<file path="src/rtl/scp_pkg.sv">
package scp_pkg;

    typedef enum logic [1:0] {
        CLR_EVERY2 = 2'd0,
        CLR_EVERY4 = 2'd1,
        CLR_EVERY8 = 2'd2,
        CLR_NEVER  = 2'd3
    } clr_sel_e;

    localparam int unsigned FIELD_CNT_W = 3;

    // Mask of field-counter bits that must all be set for a clear to be due.
    function automatic logic [FIELD_CNT_W-1:0] due_mask(clr_sel_e sel);
        case (sel)
            CLR_EVERY2: due_mask = 3'b001;
            CLR_EVERY4: due_mask = 3'b011;
            CLR_EVERY8: due_mask = 3'b111;
            default:    due_mask = 3'b000;
        endcase
    endfunction

endpackage

</file>
<file path="src/rtl/scp_mod_acc.sv">
module scp_mod_acc #(
    parameter int unsigned W = 15
) (
    input  logic         clk,
    input  logic         rst,
    input  logic         clr,
    input  logic         step,
    input  logic         en,
    input  logic [W-1:0] inc,
    input  logic [W-1:0] size,
    input  logic         cin,
    output logic         cout
);
    localparam int unsigned SW = W + 1;

    logic [W-1:0]  acc_q;
    logic [SW-1:0] sum;
    logic          wrap;
    logic [SW-1:0] nxt;

    always_comb begin
        sum  = SW'(acc_q) + SW'(inc) + SW'(cin);
        wrap = (sum >= SW'(size));
        nxt  = wrap ? (sum - SW'(size)) : sum;
        cout = step && en && wrap;
    end

    always_ff @(posedge clk) begin
        if (rst || clr) begin
            acc_q <= '0;
        end else if (step && en) begin
            acc_q <= nxt[W-1:0];
        end
    end

endmodule

</file>
<file path="src/rtl/scp_field_seq.sv">
module scp_field_seq
    import scp_pkg::*;
(
    input  logic     clk,
    input  logic     rst,
    input  logic     field_start,
    input  clr_sel_e sel,
    output logic     clr_due
);
    logic [FIELD_CNT_W-1:0] cnt_q;
    logic [FIELD_CNT_W-1:0] mask;

    always_comb begin
        mask    = due_mask(sel);
        clr_due = field_start && (sel != CLR_NEVER) && ((cnt_q & mask) == mask);
    end

    always_ff @(posedge clk) begin
        if (rst) begin
            cnt_q <= '0;
        end else if (field_start) begin
            cnt_q <= clr_due ? '0 : cnt_q + 1'b1;
        end
    end

endmodule

</file>
<file path="src/rtl/scp_phase_acc.sv">
module scp_phase_acc #(
    parameter int unsigned PHASE_W = 16,
    parameter int unsigned INC_W   = 12
) (
    input  logic               clk,
    input  logic               rst,
    input  logic               clr,
    input  logic               step,
    input  logic               en,
    input  logic [INC_W-1:0]   inc,
    input  logic               cin,
    output logic [PHASE_W-1:0] phase
);
    always_ff @(posedge clk) begin
        if (rst || clr) begin
            phase <= '0;
        end else if (step && en) begin
            phase <= phase + PHASE_W'(inc) + PHASE_W'(cin);
        end
    end

endmodule

</file>
<file path="src/rtl/scp_phase_gen.sv">
module scp_phase_gen
    import scp_pkg::*;
#(
    parameter int unsigned PHASE_W = 16,
    parameter int unsigned INC_W   = 12,
    parameter int unsigned MOD_W   = 15
) (
    input  logic               clk,
    input  logic               rst,
    input  logic               pix_en,
    input  logic               field_start,
    input  logic               coarse_en,
    input  logic               mid_en,
    input  logic               fine_en,
    input  logic [1:0]         clr_sel,
    input  logic [INC_W-1:0]   coarse_inc,
    input  logic [MOD_W-1:0]   mid_inc,
    input  logic [MOD_W-1:0]   mid_size,
    input  logic [MOD_W-1:0]   fine_inc,
    input  logic [MOD_W-1:0]   fine_size,
    input  logic [7:0]         burst_level,
    output logic [PHASE_W-1:0] phase,
    output logic [7:0]         burst_amp
);
    localparam int unsigned NSTAGE = 2;

    logic                 clr_due;
    logic [MOD_W-1:0]     stg_inc  [NSTAGE];
    logic [MOD_W-1:0]     stg_size [NSTAGE];
    logic                 stg_en   [NSTAGE];
    logic [NSTAGE:0]      carry;

    scp_field_seq u_field (
        .clk         (clk),
        .rst         (rst),
        .field_start (field_start),
        .sel         (clr_sel_e'(clr_sel)),
        .clr_due     (clr_due)
    );

    // stage 0 = middle, stage 1 = fine; each feeds the one below it
    always_comb begin
        stg_inc[0]  = mid_inc;
        stg_size[0] = mid_size;
        stg_en[0]   = mid_en;
        stg_inc[1]  = fine_inc;
        stg_size[1] = fine_size;
        stg_en[1]   = fine_en && (fine_size != '0);
    end

    assign carry[NSTAGE] = 1'b0;

    for (genvar k = 0; k < NSTAGE; k++) begin : g_stage
        scp_mod_acc #(.W(MOD_W)) u_acc (
            .clk  (clk),
            .rst  (rst),
            .clr  (clr_due),
            .step (pix_en),
            .en   (stg_en[k]),
            .inc  (stg_inc[k]),
            .size (stg_size[k]),
            .cin  (carry[k+1]),
            .cout (carry[k])
        );
    end

    scp_phase_acc #(.PHASE_W(PHASE_W), .INC_W(INC_W)) u_phase (
        .clk   (clk),
        .rst   (rst),
        .clr   (clr_due),
        .step  (pix_en),
        .en    (coarse_en),
        .inc   (coarse_inc),
        .cin   (carry[0]),
        .phase (phase)
    );

    assign burst_amp = burst_level;

endmodule

</file>
<file path="config.mk">
export PLATFORM = sky130hd
export DESIGN_NAME = scp_phase_gen
export DESIGN_NICKNAME = d
export VERILOG_FILES = /design/src/rtl/scp_pkg.sv /design/src/rtl/scp_mod_acc.sv /design/src/rtl/scp_field_seq.sv /design/src/rtl/scp_phase_acc.sv /design/src/rtl/scp_phase_gen.sv
export SDC_FILE = /design/constraint.sdc
export NUM_CORES = 1
export LEC_CHECK = 0
export ABC_AREA = 1
export BUFFER_PORTS_ARGS = -buffer_cell sky130_fd_sc_hd__clkbuf_2
export CAP_MARGIN = 0
export CORE_AREA = 2 2 131 133
export CTS_CLUSTER_DIAMETER = 30
export CTS_CLUSTER_SIZE = 20
export DETAILED_ROUTE_END_ITERATION = 10
export DIE_AREA = 0 0 133 135
export GPL_ROUTABILITY_DRIVEN = 0
export HOLD_SLACK_MARGIN = 0.05
export PLACE_DENSITY_LB_ADDON = 0.1
export SYNTH_ARGS = -nofsm -noshare
export SYNTH_HDL_FRONTEND = slang
export SYNTH_HIERARCHICAL = 1
export SYNTH_SLANG_ARGS = --single-unit
</file>
<file path="constraint.sdc">
create_clock -name clk -period 9.7 [get_ports clk]
set_clock_uncertainty 0.05 [all_clocks]
set_input_delay 0.485 -clock clk [delete_from_list [all_inputs] [get_ports clk]]
set_output_delay 0.485 -clock clk [all_outputs]
set_load 0.005 [all_outputs]
</file>
# Word level (Yosys, flattened, before mapping)

Cells that the tools add are included.

$add $sub $neg: 8
Reductions and logical operators: 11
Multiply operators: 0
Equality and inequality tests: 4
Shift operators: 0
Div/mod/pow operators: 0
Mux-type cells: 4
Magnitude comparators: 2
Bitwise operators: 1

Operators with widths:

| operator                                       | count |
|---|---|
| adder 15 x 15 -> 16 bit                        | 2 |
| adder 16 x 1 -> 16 bit                         | 2 |
| greater-or-equal comparator 16 x 15 -> 1 bit   | 2 |
| 2-to-1 mux 15 bit                              | 2 |
| subtractor 15 bit                              | 2 |
| adder 16 x 12 -> 16 bit                        | 1 |
| nonzero test 15 bit                            | 1 |
| case mux 3 bit (3 select lines)                | 1 |
| logical AND 1 bit                              | 8 |
| adder 3 x 1 -> 3 bit (second input constant)   | 1 |
| bitwise AND 3 bit                              | 1 |
| == test 3 bit                                  | 1 |
| 2-to-1 mux 3 bit                               | 1 |
| == test 2 x 1 -> 1 bit (second input constant) | 1 |
| == test 2 bit (second input constant)          | 1 |
| logical NOT 2 bit                              | 1 |
| != test 2 bit (second input constant)          | 1 |
| logical OR 1 bit                               | 1 |

Output and inout bits: 24
Bits in read-only memories: 0
Memories kept: 0
Bits in latches: 0
RAM bits: 0
Flip-flop bits (word level): 49
Bits of input ports: 89

# Depth between registers and ports, before layout

Gate-level depths: netlist (run 1).

Word-level depth: 8
Gate-level depth with buffers: 55

# Cells and area by module

The synthesis (run 1) kept the hierarchy.

By module, submodules not included:

| module                          | instances | sequential area each (um2) | area an instance (um2) | cells each |
|---|---|---|---|---|
| scp_mod_acc at g_stage[1].u_acc | 1         | 300.3                      | 2377.3                 | 382 |
| scp_mod_acc at g_stage[0].u_acc | 1         | 300.3                      | 2356.0                 | 387 |
| scp_phase_acc                   | 1         | 320.3                      | 1470.2                 | 241 |
| scp_field_seq                   | 1         | 60.1                       | 191.4                  | 26 |
| scp_phase_gen                   | 1         | 0.0                        | 125.1                  | 25 |

# Worst setup path before layout (run 1)

Ideal clock, no wire load.

Path type: input to register
Start: input fine_inc[0]
End: register u_phase.phase[12]
Cell stages on the path: 52
Setup time: 0.115 ns
Required time: 9.535 ns
Arrival time: 6.994 ns
Path buffers: 1
Path slack: 2.541 ns
Path through: fa_1 > fa_1 > nand3_1 > nand3_1 > a31oi_1 > xor2_1 > inv_1 > ha_1 > nand2_1 > inv_1 > nand2_1 > nand2_1 > nand2_1 > nand4_1 > nand2_1 > nand2_2 > nand2_4 > nand2_4 > [... 16 more ...] > nand4_1 > nand2_1 > nand2_2 > nand2_4 > nand2_4 > buf_6 > nand2_2 > inv_1 > fa_1 > inv_1 > fa_1 > inv_1 > nand3_1 > nand3_1 > nand3_1 > nand3_1 > a21oi_1 > nor2_1

Longest elaborated chain between the ends: 7

Ends and longest elaborated chain:

| what                                         | RTL line            | source |
|---|---|---|
| start, declared                              | scp_phase_gen.sv:19 | `input logic [MOD_W-1:0] fine_inc,` |
| adder 15 x 15 -> 16 bit                      | scp_mod_acc.sv:22   | `sum = SW'(acc_q) + SW'(inc) + SW'(cin);` |
| greater-or-equal comparator 16 x 15 -> 1 bit | scp_mod_acc.sv:23   | `wrap = (sum >= SW'(size));` |
| logical AND 1 bit                            | scp_mod_acc.sv:25   | `cout = step && en && wrap;` |
| via carry[1]                                 | scp_phase_gen.sv:31 | `logic [NSTAGE:0] carry;` |
| adder 16 x 1 -> 16 bit                       | scp_mod_acc.sv:22   |  |
| greater-or-equal comparator 16 x 15 -> 1 bit | scp_mod_acc.sv:23   |  |
| logical AND 1 bit                            | scp_mod_acc.sv:25   |  |
| via carry[0]                                 | scp_phase_gen.sv:31 |  |
| adder 16 x 1 -> 16 bit                       | scp_phase_acc.sv:18 | `phase <= phase + PHASE_W'(inc) + PHASE_W'(cin);` |
| end signal, assigned                         | scp_phase_acc.sv:18 |  |
| end, declared                                | scp_phase_acc.sv:12 | `output logic [PHASE_W-1:0] phase` |

The timed path passes the listed nets, and every way through them passes these cells.
A chain may end at the register's enable or synchronous reset.

# Final worst setup path (run 1)

Start: input fine_inc[0]
End: register u_phase.phase[8]

Same word-level chain as after synthesis.

==> run metrics, run 1 <==
RSZ-0062 raised after global routing no; Flop pwr share 16.7%; initial antenna violation count 0; Mapped Cells 1061; Min Clock Period, post-route between 7 and 8 ns; relative slew slack 24.1%; final WL approximately 18000 microns; die area 0.0180 sq mm; endpoints failing hold 0; Power Dens Cells just over 200 mW/mm^2; largest net degree at the start of global routing 29; Total Power 1.51 mW; IO Pins about 110; first-pass GRT wire length ~30000 microns; cell internal pwr around 740 uW; outcome complete, no violations; die width between 100 and 150 microns; crit path DAT 8.08 ns; P&R area growth vs syn 11.6%; Worst Path Class, Setup input pin to register; Ys Warns 6; Diodes inserted 0; Netlist cell types 35; post-route ant nets 0; top fanout value on the critical path 17; clock latency on the worst-skew pair about 0.29 ns; Final setup viols 0; number of max-cap violations 0; Max clock buf depth 2; Comb pwr share between 60% and 70%; Fmax achieved 0.126 GHz; final global-route overflow total 0; Critical Path Most Common Cell nand2_1; syn nets approximately 1200; via count of the routed design 6478; fin crit share 81.9%; Hold Buf Count CTS 0; CTS tree done; Pleak 4.21 nW; fraction of the yosys area taken by sequential cells between 10% and 20%; Pre-antenna DRT Iters 4; Final HPWL DP 15100 microns; Critical Path RT between 9 and 10 ns; cts bufs inserted 5; clock sink count 49; switching power between 700 and 800 uW; slowest library cell on the worst path fa_1; Setup Buffers After CTS 0; Synth Cell Area around 0.0065 sq mm; Rows between 40 and 50; Initial DRC Count around 320; clk slew on worst S/H paths around 0.07 ns; Worst Hold Class input pin to register; mean area per synthesized cell between 6 and 7 sq um; GRT Util Overall between 20% and 30%; H-tree depth 2; post-DR vias/cell about 4.8; Die Height 135 microns; Switching Share between 50% and 60%; Worst setup SP type input pin; Resized Gates After CTS 0; CP peak stage delay approximately 0.45 ns; Max IR drop VDD between 0.1 and 0.15 mV; clock power share 13.8%; Routed wire per std cell roughly 13 microns; post-synthesis register bit count between 40 and 50; Setup TNS 0 ns; Max Slew Vio Count 0; share of cells above drive strength 1 approximately 14%; initial core utilization 39.7%; crit end category register; PortBufs 96; Worst-Margin Slew between 1 and 1.5 ns; Core ar. roughly 0.016 sq mm; root buffer cell clkbuf_16; vias in the first global route roughly 6300; Remaining DRCs 0; Nets between 1000 and 1500
-- layout make-up --
cell class              count  area, sq um
well taps                 220          275
fillers                  1756         9130
clock buffers               6          139
repair buffers             96          480
flip-flops and latches     49          981
inverters                 195          732
multi-input cells         794         4630
clock inverters             2         37.5
-- worst paths after layout --
| check | start | endpoint | slack (ns) | cells past startpoint |
|---|---|---|---|---|
| setup / recovery | fine_inc[0] | u_phase/phase[8] | 1.76 | 54 |
| hold / removal | rst | u_field/cnt_q[0] | 0.38 | 2 |
| setup reg to reg | g_stage[1].u_acc/acc_q[0] | u_phase/phase[8] | 1.78 | 53 |
| hold reg to reg | g_stage[1].u_acc/acc_q[9] | g_stage[1].u_acc/acc_q[9] | 0.42 | 2 |
-- sequential cells by signal (all words and copies together) (netlist names) --
name / cells
g_stage.u_acc/acc_q: 30
u_field/cnt_q: 3
u_phase/phase: 16
-- synthesized netlist by cell type (all sizes together) --
master | number | area, sq um
o21a | 1 | 7.51
xnor2 | 14 | 123
or2 | 1 | 6.26
conb | 1 | 3.75
nor2 | 80 | 333
a31oi | 3 | 18.8
and2b | 1 | 7.51
buf | 19 | 161
nand3b | 2 | 15.0
o21bai | 11 | 82.6
a21oi | 89 | 479
xor2 | 30 | 263
fa | 8 | 160
and2 | 4 | 25.0
nand4 | 11 | 68.8
nor3 | 3 | 15.0
dfxtp | 49 | 981
clkbuf | 4 | 15.0
o211ai | 7 | 52.6
inv | 191 | 717
clkinv | 4 | 15.0
ha | 72 | 901
nand2 | 306 | 1240
o21ai | 28 | 140
a21o | 4 | 30.0
nand3 | 118 | 656
-- cells by family after synthesis --
| kind of cell | share of synthesized area, % |
|---|---|
| xor gates and xnor gates | 5.91 |
| AOI/OAI and AO/OA | 12.4 |
| buffers and inverters | 13.9 |
| and+or+nand+nor | 36.3 |
| adders and majority gates | 16.3 |
| other | 0.0575 |
| DFF | 15.0 |
-- per-stage QoR --
step                setup slack (ns)  cell area (sq um)  utilization, %  cells  hold WS (ns)
floorplan                       2.54               6520               -   1061         0.397
global placement                1.69               7100            43.3   1354         0.410
detailed placement              1.44               7100            43.3   1354         0.412
CTS                             1.74               7280            44.3   1362         0.371
global route                   0.942               7280            44.3   1362         0.387
finish                          1.76               7280            44.3   1362         0.380
-- power groups by stage --
stage	clock [mW]	sequential [mW]	combinational, mW
after floorplan	0	0.250	0.839
after global placement	0	0.257	1.06
after detailed placement	0	0.257	1.05
after CTS	0.218	0.253	1.06
after global routing	0.225	0.256	1.20
final	0.209	0.252	1.05
-- routing by layer --
metal  vias up  GRT usage [%]  wire, microns
met5         -              0              0
met4         0           4.96            327
met3        23           2.36            701
met2       138           36.4           8490
met1      2793           25.3           8170
li1       3524              -              -
-- critical path, delay by kind of cell --
kind	cells	cell delay, ns
AO/OA/AOI/OAI	2	0.35
XOR/XNOR	2	0.46
buffers and inverters	10	0.68
adder cells (fa/ha/maj)	8	2.95
AND/OR/NAND/NOR	32	3.15
-- cells in the final DEF (no fill, tap or decap), drive strengths merged, types with 2 or more instances in the layout --
master | Yosys | layout
nor2 | 80 | 80
xnor2 | 14 | 14
ha | 72 | 72
o21bai | 11 | 11
xor2 | 30 | 30
nand3 | 118 | 118
a31oi | 3 | 3
dfxtp | 49 | 49
o21ai | 28 | 28
clkbuf | 4 | 102
clkinv | 4 | 4
nor3 | 3 | 3
inv | 191 | 191
nand3b | 2 | 2
and2 | 4 | 4
nand4 | 11 | 11
nand2 | 306 | 306
o211ai | 7 | 7
a21o | 4 | 4
a21oi | 89 | 89
fa | 8 | 8
Note: power is estimated with default switching activity, not from simulation.
==> inputs of run 2 (changes only) <==
==> constraint.sdc (replaced) <==
create_clock -name clk -period 6.7 [get_ports clk]
set_clock_uncertainty 0.05 [all_clocks]
set_input_delay 0.335 -clock clk [delete_from_list [all_inputs] [get_ports clk]]
set_output_delay 0.335 -clock clk [all_outputs]
set_load 0.005 [all_outputs]
==> run metrics, run 2 (synthesis gave the netlist of run 1 again) <==
outcome finished with violations (was complete, no violations); failing checks negative setup slack; relative slew slack 24.3% (was 24.1%); Comb pwr share 75.4% (was 69.4%); Max IR drop VDD 0.153 mV (was 0.111 mV); Worst setup SP type register (was input pin); share of cells above drive strength 1 27.8% (was 14.4%); post-DR vias/cell 4.81 (was 4.76); switching power 1.27 mW (was 770 uW); Final setup viols 6 (was 0); Switching Share 49.4% (was 51.0%); Nets 1425 (was 1310); CP peak stage delay 0.42 ns (was 0.45 ns); H-tree depth 2 (unchanged); top flop regs g_stage.u_acc/acc_q: 30 flops, u_phase/phase: 16 flops, u_field/cnt_q: 3 flops (unchanged); Final HPWL DP 15800 microns (was 15100 microns); root buffer cell clkbuf_16 (unchanged); placed instance area 0.00766 sq mm (was 0.00710 sq mm); IO Pins 113 (unchanged); initial core utilization 39.7% (unchanged); clock latency on the worst-skew pair 0.30 ns (was 0.29 ns); initial antenna violation count 0 (unchanged); placed cells 1423 (was 1354); Setup TNS -0.298 ns (was 0 ns); crit path DAT 6.94 ns (was 8.08 ns); most flop-heavy register g_stage.u_acc/acc_q (unchanged); slowest library cell on the worst path fa_2 (was fa_1); Min Clock Period, post-route 6.79 ns; RSZ-0062 raised after global routing yes (was no); cell count along the critical path 48 (was 54); Worst-Margin Slew 1.13 ns (about the same); final WL 20400 microns (was 17700 microns); die area 0.0180 sq mm (unchanged); Core ar. 0.0164 sq mm (unchanged); Pre-antenna DRT Iters 5 (was 4); Hold Buf Count CTS 0 (unchanged); commonest cells after routing, fill and taps aside nand2_1, inv_1, buf_4, clkbuf_2, nand3_1 (was nand2_1, inv_1, nand3_1, clkbuf_2, a21oi_1); Flop pwr share 14.2% (was 16.7%); clock power share 10.4% (was 13.8%); Pleak 4.83 nW (was 4.21 nW); Critical Path RT 6.85 ns (was 9.84 ns); final global-route overflow total 0 (unchanged); clk slew on worst S/H paths 0.07 ns (about the same); Final WS setup -0.0856 ns (was 1.76 ns); top fanout value on the critical path 4 (was 17); reg2reg path depth 48 (was 53); die width 133 microns (unchanged); Worst Path Class, Setup register to register (was input pin to register); commonest non-fill, non-tap cell in the layout nand2_1 (unchanged); largest net degree at the start of global routing 29 (unchanged); Max Slew Vio Count 0 (unchanged); post-route ant nets 0 (unchanged); Top Family by Delay on Critical Path adder cells (was simple AND/OR/NAND/NOR gates); GRT Util Overall 23.1% (was 20.1%); Remaining DRCs 0 (unchanged); hold slack final 0.216 ns (was 0.380 ns); Initial DRC Count 302 (was 318); clock sink count 49 (unchanged); CTS tree done (unchanged); Rows 47 (unchanged); Routed wire per std cell 13.8 microns (was 13.0 microns); CP Buf/Inv Count 10 (unchanged); Power Dens Cells 303 mW/mm^2 (was 208 mW/mm^2); first-pass GRT wire length 33300 microns (was 29400 microns); via count of the routed design 7107 (was 6478); final instance area 0.00845 sq mm (was 0.00728 sq mm); cell internal pwr 1.30 mW (was 739 uW); Diodes inserted 0 (unchanged); Fmax achieved roughly 0.15 GHz; endpoints failing hold 0 (unchanged); fin crit share 101%; cts bufs inserted 5 (unchanged); crit end category register (unchanged); Hold Path Stages 2 (unchanged); Max clock buf depth 2 (unchanged); post-route insts no fill 1477 (was 1362); Worst Hold Class input pin to register (unchanged); P&R area growth vs syn 29.6% (was 11.6%); Die Height 135 microns (unchanged); vias in the first global route 6995 (was 6252); Critical Path Most Common Cell nand2_4 (was nand2_1); number of max-cap violations 0 (unchanged); PortBufs 96 (unchanged); max FFs per register 30 (unchanged)
==> run 2: final cells by class <==
class / count / area (sq um)
tap: 220 / 275
timing repair buffer: 211 / 1350
multi-input combinational: 794 / 4960
inverter: 195 / 734
clock inverter: 3 / 17.5
sequential: 49 / 982
clock buffer: 5 / 125
fill: 1721 / 7960
==> run 2: power by group through the flow <==
| stage | Clock (mW) | Sequential [mW] | Combinational (mW) |
|---|---|---|---|
| 2_1_floorplan | 0 | 0.362 | 1.23 |
| 3_3_place_gp | 0 | 0.370 | 1.75 |
| 3_5_place_dp | 0 | 0.370 | 1.75 |
| 4_1_cts | 0.283 | 0.364 | 1.85 |
| 5_1_grt | 0.288 | 0.369 | 2.16 |
| 6_report | 0.267 | 0.363 | 1.93 |
==> run 2: per-stage QoR <==
stage	setup slack [ns]	power, mW	utilization (%)
after floorplan	0.0107	1.59	-
after global placement	-0.268	2.12	46.7
after global routing	-0.470	2.81	51.5
after detailed placement	-0.390	2.12	46.7
final	-0.0856	2.56	51.5
after CTS	-0.0370	2.49	50.4
==> run 2: what timing repair did <==
action	4_1_cts	5_1_grt
buffers inserted	47	8
pin swaps	27	51
resized for setup	28	51
cloned	0	0
setup endpoints to repair	7	19
==> run 2: path summary, 6_finish.rpt <==
check / startpoint / end / slack, ns
worst max-delay path: g_stage[1].u_acc/acc_q[0] / u_phase/phase[4] / -0.09
worst min register to register: g_stage[0].u_acc/acc_q[8] / g_stage[0].u_acc/acc_q[8] / 0.42
worst min-delay path: rst / u_field/cnt_q[0] / 0.22
worst max register to register: g_stage[1].u_acc/acc_q[0] / u_phase/phase[4] / -0.09
==> run 2: layer usage <==
metal / up-vias / part of all wire (%) / track usage [%]
met1: 3156 / 45 / 28.1
met5: - / 0 / 0
met2: 153 / 49 / 42.0
li1: 3754 / - / -
met3: 44 / 3.6 / 2.74
met4: 0 / 3.0 / 8.36
==> inputs of run 3 (changes only) <==
--- a/config.mk
+++ b/config.mk
@@ -15,6 +15,7 @@
 export DIE_AREA = 0 0 133 135
 export GPL_ROUTABILITY_DRIVEN = 0
 export HOLD_SLACK_MARGIN = 0.05
+export MAX_ROUTING_LAYER = met4
 export PLACE_DENSITY_LB_ADDON = 0.1
 export SYNTH_ARGS = -nofsm -noshare
 export SYNTH_HDL_FRONTEND = slang
==> run metrics, run 3 (synthesis gave the netlist of run 1 again) <==
Worst Hold Launch rst (unchanged); Max Slew Vio Count 0 (unchanged); final WL 20300 microns (was 20400 microns); die width 133 microns (unchanged); Nets 1425 (unchanged); Die Height 135 microns (unchanged); Worst setup SP type register (unchanged); post-DR vias/cell 4.81 (about the same); share of cells above drive strength 1 27.8% (unchanged); Critical Path Most Common Cell nand2_4 (unchanged); Pre-antenna DRT Iters 4 (was 5); first-pass GRT wire length 33300 microns (unchanged); reg2reg path depth 47 (was 48); clk slew on worst S/H paths 0.07 ns (about the same); Pleak 4.83 nW (unchanged); # fillers 1721 (unchanged); slowest library cell on the worst path fa_2 (unchanged); Total Power 2.56 mW (about the same); RSZ-0062 raised after global routing yes (unchanged); Hold Buf Count CTS 0 (unchanged); failing checks negative setup slack (unchanged); commonest non-fill, non-tap cell in the layout nand2_1 (unchanged); number of max-cap violations 0 (unchanged); Max IR drop VDD 0.154 mV (was 0.153 mV); R2R Setup Slk -0.09 ns (about the same); R2R Path Start g_stage[1].u_acc/acc_q[0] (unchanged); via count of the routed design 7098 (was 7107); PortBufs 96 (unchanged); H-tree depth 2 (unchanged); Hold Path Stages 2 (unchanged); root buffer cell clkbuf_16 (unchanged); die area 0.0180 sq mm (unchanged); most flop-heavy register g_stage.u_acc/acc_q (unchanged); CP peak stage delay 0.42 ns (about the same); vias in the first global route 6991 (was 6995); Fmax achieved 0.147 GHz (about the same); clock sink count 49 (unchanged); initial antenna violation count 0 (unchanged); Worst-Margin Slew 1.13 ns (about the same); r2r endpoint u_phase/phase[4] (unchanged); cts bufs inserted 5 (unchanged); Routed wire per std cell 13.8 microns (about the same); worst hold endpoint u_field/cnt_q[0] (unchanged); GRT Util Overall 23.8% (was 23.1%); largest net degree at the start of global routing 29 (unchanged); Core ar. 0.0164 sq mm (unchanged); max FFs per register 30 (unchanged); outcome finished with violations (unchanged); Min Clock Period, post-route 6.79 ns (about the same); Final setup viols 6 (unchanged); commonest cells after routing, fill and taps aside nand2_1, inv_1, buf_4, clkbuf_2, nand3_1 (unchanged); Final WS setup -0.0875 ns (was -0.0856 ns); endpoints failing hold 0 (unchanged); crit path DAT 6.94 ns (about the same); Critical Path RT 6.85 ns (about the same); fin crit share 101% (about the same); initial core utilization 39.7% (unchanged); Initial DRC Count 300 (was 302); Place WS -0.390 ns (unchanged); Rows 47 (unchanged); Post-Route Utilization 51.5% (unchanged); relative slew slack 24.2% (was 24.3%); clock latency on the worst-skew pair 0.30 ns (about the same); Power Dens Cells 303 mW/mm^2 (about the same); Worst Hold Class input pin to register (unchanged); crit end category register (unchanged); top flop regs g_stage.u_acc/acc_q: 30 flops, u_phase/phase: 16 flops, u_field/cnt_q: 3 flops (unchanged); final global-route overflow total 0 (unchanged); top fanout value on the critical path 4 (unchanged); Diodes inserted 0 (unchanged); hold slack final 0.216 ns (about the same); P&R area growth vs syn 29.6% (unchanged); CTS tree done (unchanged); post-route ant nets 0 (unchanged); Setup TNS -0.298 ns (about the same); IO Pins 113 (unchanged); Remaining DRCs 0 (unchanged); Max clock buf depth 2 (unchanged); Worst Path Class, Setup register to register (unchanged); Final HPWL DP 15800 microns (unchanged)
run 3: final cells by class:
class	count	area (sq um)	share of cell area [%]
clock buffer	5	125	1.48
timing repair buffer	211	1350	16.0
multi-input combinational	794	4960	58.8
inverter	195	734	8.69
sequential	49	982	11.6
clock inverter	3	17.5	0.207
tap	220	275	3.26
run 3: metrics by stage:
step,instance area [sq um],instances
after floorplan,6570,1061
after global placement,7660,1423
after detailed placement,7660,1423
after CTS,8260,1478
after global routing,8450,1477
final,8450,1477
run 3: report_power, final:
| group | switching [mW] | total (mW) | internal [mW] |
|---|---|---|---|
| sequential | 0.0293 | 0.363 | 0.334 |
| clock | 0.130 | 0.267 | 0.138 |
| combinational | 1.11 | 1.93 | 0.824 |
| total | 1.27 | 2.56 | 1.30 |
run 3: timing repair:
item | CTS | global route
gates cloned | 0 | 0
pin swaps | 27 | 51
gates resized for setup | 28 | 51
setup endpoints to repair | 7 | 19
setup buffers | 47 | 8
run 3: worst max path at each step:
stage,startpoint,to,slack [ns],cells after the start
3_5_place_dp,fine_inc[0],u_phase/phase[12],-0.39,53
4_1_cts,g_stage[1].u_acc/acc_q[0],u_phase/phase[12],-0.04,52
2_1_floorplan,fine_inc[0],u_phase/phase[12],0.01,53
3_3_place_gp,fine_inc[0],u_phase/phase[12],-0.27,53
5_1_grt,g_stage[1].u_acc/acc_q[0],u_phase/phase[12],-0.47,49
6_report,g_stage[1].u_acc/acc_q[0],u_phase/phase[4],-0.09,47
run 3: worst max-delay path: cells and delay by family (launching register included):
kind | cells | cell delay [ns]
compound gates | 2 | 0.36
xor+xnor | 2 | 0.34
fa+ha+maj | 8 | 2.72
simple gates | 23 | 1.90
flops | 1 | 0.33
buf+inv | 12 | 0.98
run 3: layer usage:
metal	part of all wire, %	global-route usage [%]
met1	45	28.2
met2	49	41.9
met3	3.4	2.67
met4	2.8	8.36
met5	0	-
